$ cat src/rtl/tmr_pkg.sv
package tmr_pkg;

    localparam int NCH  = 4;
    localparam int CW   = 16;
    localparam int EW   = 32;
    localparam int NRATE = 4;

    typedef struct packed {
        logic [NCH-1:0]      en;
        logic [NCH-1:0]      mode;
        logic [2:0]          esel;
        logic [NCH-1:0][1:0] csel;
    } ctrl_t;

    typedef enum logic [2:0] {
        W_CTRL = 3'd0,
        W_CHA  = 3'd1,
        W_CHB  = 3'd2,
        W_CHC  = 3'd3,
        W_CHD  = 3'd4,
        W_UP   = 3'd5
    } word_e;

    function automatic logic [31:0] ctrl_pack(ctrl_t c);
        logic [31:0] w;
        w        = '0;
        w[19:16] = c.en;
        w[15:12] = c.mode;
        w[10:8]  = c.esel;
        w[7:0]   = c.csel;
        return w;
    endfunction

    function automatic ctrl_t ctrl_unpack(logic [31:0] w);
        ctrl_t c;
        c.en   = w[19:16];
        c.mode = w[15:12];
        c.esel = w[10:8];
        c.csel = w[7:0];
        return c;
    endfunction

    function automatic logic chan_tick(logic [1:0] sel, logic [NRATE-1:0] tk);
        return tk[sel];
    endfunction

    function automatic logic up_tick(logic [2:0] sel, logic [NRATE-1:0] tk);
        logic t;
        case (sel)
            3'd0:    t = 1'b1;
            3'd1:    t = tk[0];
            3'd2:    t = tk[1];
            3'd3:    t = tk[2];
            3'd4:    t = tk[3];
            default: t = 1'b0;
        endcase
        return t;
    endfunction

endpackage

$ cat src/rtl/tmr_tick_gen.sv
module tmr_tick_gen #(
    parameter int US_DIV = 50,
    parameter int RATIO  = 10,
    parameter int STAGES = 3
) (
    input  logic              clk,
    input  logic              rst,
    output logic [STAGES:0]   tick_o
);
    localparam int PW = (US_DIV > 1) ? $clog2(US_DIV) : 1;
    localparam int RW = (RATIO > 1) ? $clog2(RATIO) : 1;

    logic [PW-1:0] pre_q;
    logic          pre_wrap;

    assign pre_wrap  = (pre_q == PW'(US_DIV - 1));
    assign tick_o[0] = pre_wrap;

    always_ff @(posedge clk) begin
        if (rst || pre_wrap) pre_q <= '0;
        else                 pre_q <= pre_q + 1'b1;
    end

    for (genvar s = 0; s < STAGES; s++) begin : g_stage
        logic [RW-1:0] dec_q;
        logic          dec_last;

        assign dec_last    = (dec_q == RW'(RATIO - 1));
        assign tick_o[s+1] = tick_o[s] && dec_last;

        always_ff @(posedge clk) begin
            if (rst)             dec_q <= '0;
            else if (tick_o[s])  dec_q <= dec_last ? '0 : dec_q + 1'b1;
        end
    end

endmodule

$ cat src/rtl/tmr_down_chan.sv
module tmr_down_chan #(
    parameter int CW = 16
) (
    input  logic          clk,
    input  logic          rst,
    input  logic          en,
    input  logic          periodic,
    input  logic          tick,
    input  logic          ld,
    input  logic [CW-1:0] ld_val,
    output logic [CW-1:0] count_o,
    output logic          expire_o,
    output logic          irq_o
);
    logic [CW-1:0] reload_q;
    logic [CW-1:0] cnt_q;

    assign expire_o = en && tick && (cnt_q == '0) && !ld;
    assign count_o  = cnt_q;

    always_ff @(posedge clk) begin
        if (rst) begin
            cnt_q    <= '0;
            reload_q <= '0;
            irq_o    <= 1'b0;
        end else begin
            irq_o <= expire_o;
            if (ld) begin
                cnt_q    <= ld_val;
                reload_q <= ld_val;
            end else if (expire_o) begin
                if (periodic) cnt_q <= reload_q;
            end else if (en && tick) begin
                cnt_q <= cnt_q - 1'b1;
            end
        end
    end

endmodule

$ cat src/rtl/tmr_up_count.sv
module tmr_up_count #(
    parameter int EW = 32
) (
    input  logic          clk,
    input  logic          rst,
    input  logic          tick,
    input  logic          ld,
    input  logic [EW-1:0] ld_val,
    output logic [EW-1:0] count_o
);
    always_ff @(posedge clk) begin
        if (rst)       count_o <= '0;
        else if (ld)   count_o <= ld_val;
        else if (tick) count_o <= count_o + 1'b1;
    end
endmodule

$ cat src/rtl/tmr_block.sv
module tmr_block
    import tmr_pkg::*;
#(
    parameter int US_DIV = 50,
    parameter int RATIO  = 10,
    parameter int ADDR_W = 5
) (
    input  logic              clk,
    input  logic              rst,
    input  logic              bus_we,
    input  logic [ADDR_W-1:0] bus_addr,
    input  logic [31:0]       bus_wdata,
    output logic [31:0]       bus_rdata,
    output logic [NCH-1:0]    irq_o
);
    localparam int IW = ADDR_W - 2;

    logic [IW-1:0]             widx;
    ctrl_t                     ctrl_q;
    logic                      ctrl_wr;
    logic [NRATE-1:0]          tick_vec;
    logic [NCH-1:0][CW-1:0]    chan_cnt;
    logic [NCH-1:0]            chan_ld;
    logic [NCH-1:0]            chan_exp;
    logic [EW-1:0]             e_cnt;
    logic                      e_ld;

    assign widx    = bus_addr[ADDR_W-1:2];
    assign ctrl_wr = bus_we && (widx == IW'(W_CTRL));
    assign e_ld    = bus_we && (widx == IW'(W_UP));

    tmr_tick_gen #(
        .US_DIV (US_DIV),
        .RATIO  (RATIO),
        .STAGES (NRATE - 1)
    ) u_tick (
        .clk    (clk),
        .rst    (rst),
        .tick_o (tick_vec)
    );

    for (genvar i = 0; i < NCH; i++) begin : g_chan
        assign chan_ld[i] = bus_we && (widx == IW'(i + 1));

        tmr_down_chan #(.CW(CW)) u_chan (
            .clk      (clk),
            .rst      (rst),
            .en       (ctrl_q.en[i]),
            .periodic (ctrl_q.mode[i]),
            .tick     (chan_tick(ctrl_q.csel[i], tick_vec)),
            .ld       (chan_ld[i]),
            .ld_val   (bus_wdata[CW-1:0]),
            .count_o  (chan_cnt[i]),
            .expire_o (chan_exp[i]),
            .irq_o    (irq_o[i])
        );
    end

    tmr_up_count #(.EW(EW)) u_up (
        .clk     (clk),
        .rst     (rst),
        .tick    (up_tick(ctrl_q.esel, tick_vec)),
        .ld      (e_ld),
        .ld_val  (bus_wdata[EW-1:0]),
        .count_o (e_cnt)
    );

    always_ff @(posedge clk) begin
        if (rst) begin
            ctrl_q <= '0;
        end else if (ctrl_wr) begin
            ctrl_q <= ctrl_unpack(bus_wdata);
        end else begin
            for (int i = 0; i < NCH; i++) begin
                if (chan_exp[i] && !ctrl_q.mode[i]) ctrl_q.en[i] <= 1'b0;
            end
        end
    end

    always_comb begin
        bus_rdata = '0;
        if (widx == IW'(W_CTRL)) bus_rdata = ctrl_pack(ctrl_q);
        if (widx == IW'(W_UP))   bus_rdata = e_cnt;
        for (int i = 0; i < NCH; i++) begin
            if (widx == IW'(i + 1)) bus_rdata = {{(32-CW){1'b0}}, chan_cnt[i]};
        end
    end

endmodule

$ cat config.mk
export PLATFORM = sky130hd
export DESIGN_NAME = tmr_block
export DESIGN_NICKNAME = d
export VERILOG_FILES = /design/src/rtl/tmr_pkg.sv /design/src/rtl/tmr_tick_gen.sv /design/src/rtl/tmr_down_chan.sv /design/src/rtl/tmr_up_count.sv /design/src/rtl/tmr_block.sv
export SDC_FILE = /design/constraint.sdc
export NUM_CORES = 1
export LEC_CHECK = 0
export BUFFER_PORTS_ARGS = -buffer_cell sky130_fd_sc_hd__buf_2
export CORE_UTILIZATION = 35
export DETAILED_ROUTE_END_ITERATION = 12
export SKIP_LAST_GASP = 1
export SLEW_MARGIN = 20
export SYNTH_ARGS = -nofsm -noshare
export SYNTH_HDL_FRONTEND = slang
export SYNTH_HIERARCHICAL = 1
export SYNTH_SLANG_ARGS = --single-unit
$ cat constraint.sdc
create_clock -name clk -period 4.6 [get_ports clk]
set_input_delay 0.92 -clock clk [delete_from_list [all_inputs] [get_ports clk]]
set_output_delay 0.92 -clock clk [all_outputs]
set_load 0.05 [all_outputs]
==> results.json, run 1 <==
{
  "postRouteAntennaNets": 0,
  "critical_path.max_stage_delay_ns": 0.62,
  "synth_cells": 1406,
  "tightestPinTransition_ns": 1.02,
  "post_cts_buffers": 0,
  "synth.distinct_cells": 80,
  "firstDrtPassIters": 5,
  "drive_gt1_frac": 0.135,
  "tritoncts": "built",
  "cp_cell_sequence": "buf_2 -> nand2_1 -> o221ai_1 -> a21oi_1 -> buf_2",
  "globalRouteOverflowTotal": 0,
  "ir_drop_v": 0.000235,
  "vias": 11200,
  "clk_latency_ns": 0.54,
  "syn_area_mm2": 0.0117,
  "n_antenna_cell": 0,
  "critPathLaunchType": "input port",
  "clockBufferDepth": 3,
  "wl_per_cell_um": 20.7,
  "synth_ff_type": "dfxtp_1",
  "post-route-min-period_ns": 3.92,
  "start_util": 0.358,
  "placed_area_mm2": 0.0122,
  "port_buffers": 73,
  "clock-sinks": 201,
  "cts_buffers": 24,
  "num-nets-final": 1473,
  "dieArea_mm2": 0.0342,
  "drc": 0,
  "vias_per_cell": 5.93,
  "fmax_ghz": 0.255,
  "cap_violations": 0,
  "synth-seq-area-share": 0.343,
  "hold_viol": 0,
  "fp.dieW_um": 185,
  "drt_iter0_drc": 880,
  "r2r_slack_ns": 0.69,
  "ios": 76,
  "min_path_type": "flop to flop",
  "fin_skew_ns": 0.0242,
  "maxSlewViolCount": 0,
  "drt-total-wl_um": 39000,
  "synthArstFlopShare": 0,
  "cp_data_arrival_time_ns": 3.00,
  "timing.rr.start": "u_tick/pre_q[0]",
  "r2r_cells": 11,
  "slew_headroom": 0.316,
  "core-area_mm2": 0.0327,
  "path_clk_slew_ns": 0.05,
  "cpMostUsedCell": "buf_2",
  "cp_max_fo": 39,
  "synth_compound_area_frac": 0.262,
  "critPathLaunch": "bus_addr[2]",
  "dieHeight_um": 185,
  "final_common_cell": "dfxtp_1",
  "place_congestion": 0.958,
  "antenna_found_initial": 0,
  "period_share": 0.852,
  "htree_num_levels": 1,
  "fin_area_mm2": 0.0130,
  "yosys.area_share.adder": 0.00747,
  "muxShareOfSynthArea": 0.0448,
  "mostFrequentLayoutCells": "dfxtp_1 (201), nand2_1 (152), a21oi_1 (102)",
  "synthXorXnorAreaFrac": 0.0351,
  "synth_edf_count": 0,
  "track_usage": 0.223,
  "rsz0062_at_grt": "no",
  "grt_pass1_vias": 10100,
  "critical_path.endpoint": "bus_rdata[7]",
  "yosys_warnings": 6,
  "dp_hpwl_um": 26200,
  "syn_area_per_cell_um2": 8.33,
  "setup-tns-final_ns": 0,
  "crit_required_ns": 3.68,
  "setup_viol": 0,
  "ys_seq_elements": 201,
  "grt_pass1_wl_um": 59500,
  "outcome": "completed",
  "timing.rr.end": "u_up/count_o[17]",
  "cts.repair.resized": 0,
  "p_leak_nw": 4.67,
  "cp-end-kind": "primary output",
  "synth-simple-area-share": 0.232,
  "ctsHoldBuffers": 0,
  "critPathKind": "input port to primary output",
  "synthesis.nets": 1453,
  "pwr_density_cell_mw_per_mm2": 342,
  "num_rows": 66,
  "grt_max_degree": 61,
  "synth_top_family_by_area": "compound AO/OA/AOI/OAI gates",
  "syn_to_final_growth_pct": 10.9,
  "root_buffer": "clkbuf_16",
  "crit_slowest_cell": "o221ai_1"
}
-- through the flow --
step	util	power, mW	cells	worst slack, ns	hold slack (ns)
final	0.397	4.45	1884	0.681	0.463
after global routing	0.397	4.62	1884	0.369	0.476
after CTS	0.397	4.47	1883	0.682	0.463
after detailed placement	0.374	2.62	1841	0.696	0.453
after global placement	0.374	2.61	1841	0.762	0.450
after floorplan	-	2.43	1406	1.27	0.433
-- state kept, by name, indices dropped and copies added, names as in the netlist --
| register | cells |
|---|---|
| g_chan.u_chan/count_o | 64 |
| u_tick/g_stage.dec_q | 12 |
| u_tick/pre_q | 6 |
| u_up/count_o | 32 |
| g_chan.u_chan/reload_q | 64 |
| ctrl_q | 19 |
| g_chan.u_chan/irq_o | 4 |
-- kinds of logic after synthesis --
family / Yosys count
multiplexers: 46
XOR/XNOR: 47
AO/OA/AOI/OAI: 434
flip-flops: 201
adder cells (fa/ha/maj): 7
buffers and inverters: 171
AND/OR/NAND/NOR: 500
-- synth_stat cells, drive strengths merged (7+ instances only) --
| library cell | number | area (µm²) |
|---|---|---|
| clkbuf | 46 | 188 |
| o31ai | 16 | 175 |
| dfxtp | 201 | 4020 |
| a41oi | 8 | 145 |
| xnor2 | 25 | 219 |
| nor2 | 93 | 349 |
| a311oi | 18 | 158 |
| a211oi | 20 | 150 |
| ha | 7 | 87.6 |
| a31oi | 42 | 263 |
| nor2b | 7 | 43.8 |
| o31a | 13 | 114 |
| and3 | 23 | 144 |
| nor3 | 29 | 145 |
| o32ai | 13 | 114 |
| nor3b | 12 | 90.1 |
| nand3b | 9 | 67.6 |
| buf | 60 | 452 |
| o21ai | 63 | 315 |
| inv | 64 | 240 |
| mux2 | 12 | 135 |
| mux2i | 30 | 300 |
| nand3 | 44 | 258 |
| nand2 | 152 | 571 |
| and2 | 8 | 52.6 |
| o211ai | 35 | 263 |
| or4 | 19 | 173 |
| a2111oi | 7 | 62.6 |
| nand4 | 17 | 136 |
| or3 | 13 | 81.3 |
| nor4 | 45 | 348 |
| o221ai | 16 | 140 |
| xor2 | 22 | 193 |
| o22ai | 17 | 106 |
| a211o | 20 | 175 |
| a21oi | 103 | 519 |
-- worst max-delay path: cells and delay by family --
kind | cells | cell delay [ns]
simple gates | 1 | 0.44
buf+inv | 2 | 0.81
compound gates | 2 | 0.79
-- where the power goes --
group | switching [mW] | internal, mW
Sequential | 0.0766 | 1.79
Combinational | 0.464 | 0.263
Clock | 0.781 | 1.07
Total | 1.32 | 3.13
-- how the worst min path moves through the flow --
stage / startpoint / endpoint / slack [ns] / cells after the start
2_1_floorplan: u_tick/pre_q[0] / u_tick/pre_q[0] / 0.43 / 1
3_3_place_gp: g_chan[0].u_chan/reload_q[3] / g_chan[0].u_chan/reload_q[3] / 0.45 / 2
3_5_place_dp: g_chan[1].u_chan/reload_q[1] / g_chan[1].u_chan/reload_q[1] / 0.45 / 2
4_1_cts: g_chan[3].u_chan/reload_q[3] / g_chan[3].u_chan/reload_q[3] / 0.46 / 2
5_1_grt: g_chan[2].u_chan/reload_q[2] / g_chan[2].u_chan/reload_q[2] / 0.48 / 2
6_report: g_chan[3].u_chan/reload_q[3] / g_chan[3].u_chan/reload_q[3] / 0.46 / 2
-- layout make-up --
| cell class | count | area, µm² |
|---|---|---|
| Clock buffer | 38 | 723 |
| Clock inverter | 4 | 31.3 |
| Inverter | 65 | 244 |
| Multi-Input combinational cell | 1034 | 6830 |
| Sequential cell | 201 | 4020 |
| Fill cell | 3376 | 19700 |
| Tap cell | 442 | 553 |
| Timing Repair Buffer | 100 | 587 |
-- per-layer routing --
metal  vias to the layer above  share of wire  global-route usage  routed length [µm]
li1                       5330              -                   -                   -
met1                      5352           0.46               0.311               17800
met2                       407           0.43               0.335               16600
met3                        80          0.072              0.0387                2820
met4                         0          0.044              0.0988                1730
met5                         -              0                   0                   0
Power figures use the tool's default switching activity.
==> inputs of run 2 (changes only) <==
--- a/config.mk
+++ b/config.mk
@@ -6,6 +6,7 @@
 export NUM_CORES = 1
 export LEC_CHECK = 0
 export BUFFER_PORTS_ARGS = -buffer_cell sky130_fd_sc_hd__buf_2
+export CORE_ASPECT_RATIO = 0.5
 export CORE_UTILIZATION = 35
 export DETAILED_ROUTE_END_ITERATION = 12
 export SKIP_LAST_GASP = 1
==> run 2 against run 1 <==
  * The run now ends with DRC left
  * Worst hold slack worse by 0.0020 ns
  * Power down 0.80%
  * Cell count shrank 0.74%
  * Critical path type is now flop to flop
  * Critical endpoint is now u_up/count_o[19]
==> results.json, run 2 (synthesized netlist as in run 1, its figures left out) <==
{
  "ios": 76,
  "min_path_type": "flop to flop",
  "vias": 11200,
  "largestRegisters": "g_chan.u_chan/count_o x64, g_chan.u_chan/reload_q x64, u_up/count_o x32",
  "start_util": 0.363,
  "clockBufferDepth": 3,
  "fillCellCount": 3290,
  "core-area_mm2": 0.0323,
  "cp_num_buf_inv": 1,
  "cp_max_fo": 13,
  "critical_path.endpoint": "u_up/count_o[19]",
  "p_leak_nw": 4.62,
  "timing.hold.ws_ns": 0.461,
  "fp.dieW_um": 261,
  "timing.rr.start": "u_tick/pre_q[0]",
  "tightestPinTransition_ns": 1.05,
  "tritoncts": "built",
  "setup_viol": 0,
  "pwr_density_cell_mw_per_mm2": 342,
  "clock-sinks": 201,
  "cap_violations": 0,
  "cp_cell_sequence": "ha_1 -> and3b_1 -> nand4_4 -> nor3b_1 -> inv_1 -> o22ai_1 -> mux2_2 -> nand3_2 -> or4_1 -> or4_1 -> a311oi_1",
  "r2r_slack_ns": 0.61,
  "cpMostUsedCell": "or4_1",
  "port_buffers": 73,
  "hold_viol": 0,
  "crit_slowest_cell": "or4_1",
  "timing.rr.end": "u_up/count_o[19]",
  "postRouteAntennaNets": 0,
  "slew_headroom": 0.293,
  "post-route-min-period_ns": 3.99,
  "final_common_cell": "dfxtp_1",
  "period_share": 0.867,
  "htree_num_levels": 1,
  "wl_per_cell_um": 20.8,
  "drive_gt1_frac": 0.134,
  "cp-end-kind": "flop",
  "cp_top_family": "simple AND/OR/NAND/NOR gates",
  "setup_slack_ns": 0.613,
  "critPathKind": "flop to flop",
  "path_clk_slew_ns": 0.06,
  "root_buffer": "clkbuf_16",
  "critPathLaunchType": "flop",
  "antenna_found_initial": 1,
  "dieArea_mm2": 0.0343,
  "ir_drop_v": 0.000209,
  "drt_iter0_drc": 1246,
  "mostFrequentLayoutCells": "dfxtp_1 (201), nand2_1 (152), a21oi_1 (102)",
  "dp.cells": 1829,
  "power_mw": 4.41,
  "globalRouteOverflowTotal": 0,
  "post_cts_buffers": 0,
  "path_depth": 11,
  "maxSlewViolCount": 0,
  "ctsHoldBuffers": 0,
  "fin_skew_ns": 0.0300,
  "r2r_cells": 11,
  "drt-total-wl_um": 38900,
  "final_cells": 1870,
  "grt_pass1_wl_um": 60300,
  "num-nets-final": 1468,
  "violations": "DRC",
  "firstDrtPassIters": 9,
  "num_rows": 46,
  "rsz0062_at_grt": "no",
  "cp_data_arrival_time_ns": 4.41,
  "crit_required_ns": 5.03,
  "critPathLaunch": "u_tick/pre_q[0]",
  "critical_path.max_stage_delay_ns": 0.71,
  "track_usage": 0.223,
  "outcome": "complete, but fails checks",
  "dp_hpwl_um": 26300,
  "setup-tns-final_ns": 0,
  "syn_to_final_growth_pct": 10.2,
  "grt_pass1_vias": 9979,
  "cts_buffers": 22,
  "place_congestion": 0.868,
  "dieHeight_um": 131,
  "cts.repair.resized": 0,
  "clk_latency_ns": 0.54,
  "fmax_ghz": 0.251,
  "grt_max_degree": 57,
  "drc": 1,
  "vias_per_cell": 6.00,
  "place_ws_ns": 0.723
}
==> run 2: final cells by class <==
class / instances / area [µm²] / share of cell area
Multi-Input combinational cell: 1034 / 6820 / 0.528
Sequential cell: 201 / 4020 / 0.312
Clock inverter: 8 / 73.8 / 0.00572
Tap cell: 432 / 541 / 0.0419
Inverter: 65 / 244 / 0.0189
Antenna cell: 1 / 2.50 / 0.000194
Timing Repair Buffer: 97 / 548 / 0.0425
Clock buffer: 32 / 659 / 0.0511
==> run 2: how the worst min path moves through the flow <==
stage,start,endpoint,cells past startpoint
finish,g_chan[0].u_chan/reload_q[3],g_chan[0].u_chan/reload_q[3],2
global route,g_chan[3].u_chan/reload_q[5],g_chan[3].u_chan/reload_q[5],2
CTS,g_chan[0].u_chan/reload_q[3],g_chan[0].u_chan/reload_q[3],2
detailed placement,g_chan[0].u_chan/reload_q[3],g_chan[0].u_chan/reload_q[3],2
global placement,g_chan[3].u_chan/reload_q[3],g_chan[3].u_chan/reload_q[3],2
floorplan,u_tick/pre_q[0],u_tick/pre_q[0],1
==> run 2: metal layers <==
layer / wire [µm] / vias up / GRT usage
li1: - / 5322 / -
met1: 18300 / 5379 / 0.336
met2: 16600 / 430 / 0.320
met3: 2720 / 81 / 0.0324
met4: 1290 / 0 / 0.0754
met5: 0 / - / 0
==> run 2: report_power, final <==
part	total [mW]	internal (mW)	switching (mW)
clock network	1.82	1.05	0.769
logic	0.726	0.261	0.466
registers	1.87	1.79	0.0739
total	4.41	3.11	1.31
==> run 2: tightest hold or removal path, cell delays in order, from the launching register on <==
cell and delay [ns]:
dfxtp_1 0.31, nand2_1 0.06, a21oi_1 0.05
==> run 2: per-stage QoR <==
| stage | instance area (µm²) | util |
|---|---|---|
| after detailed placement | 12200 | 0.377 |
| final | 12900 | 0.400 |
| after global routing | 12900 | 0.400 |
| after CTS | 12900 | 0.400 |
| after global placement | 12200 | 0.377 |
| after floorplan | 11700 | - |
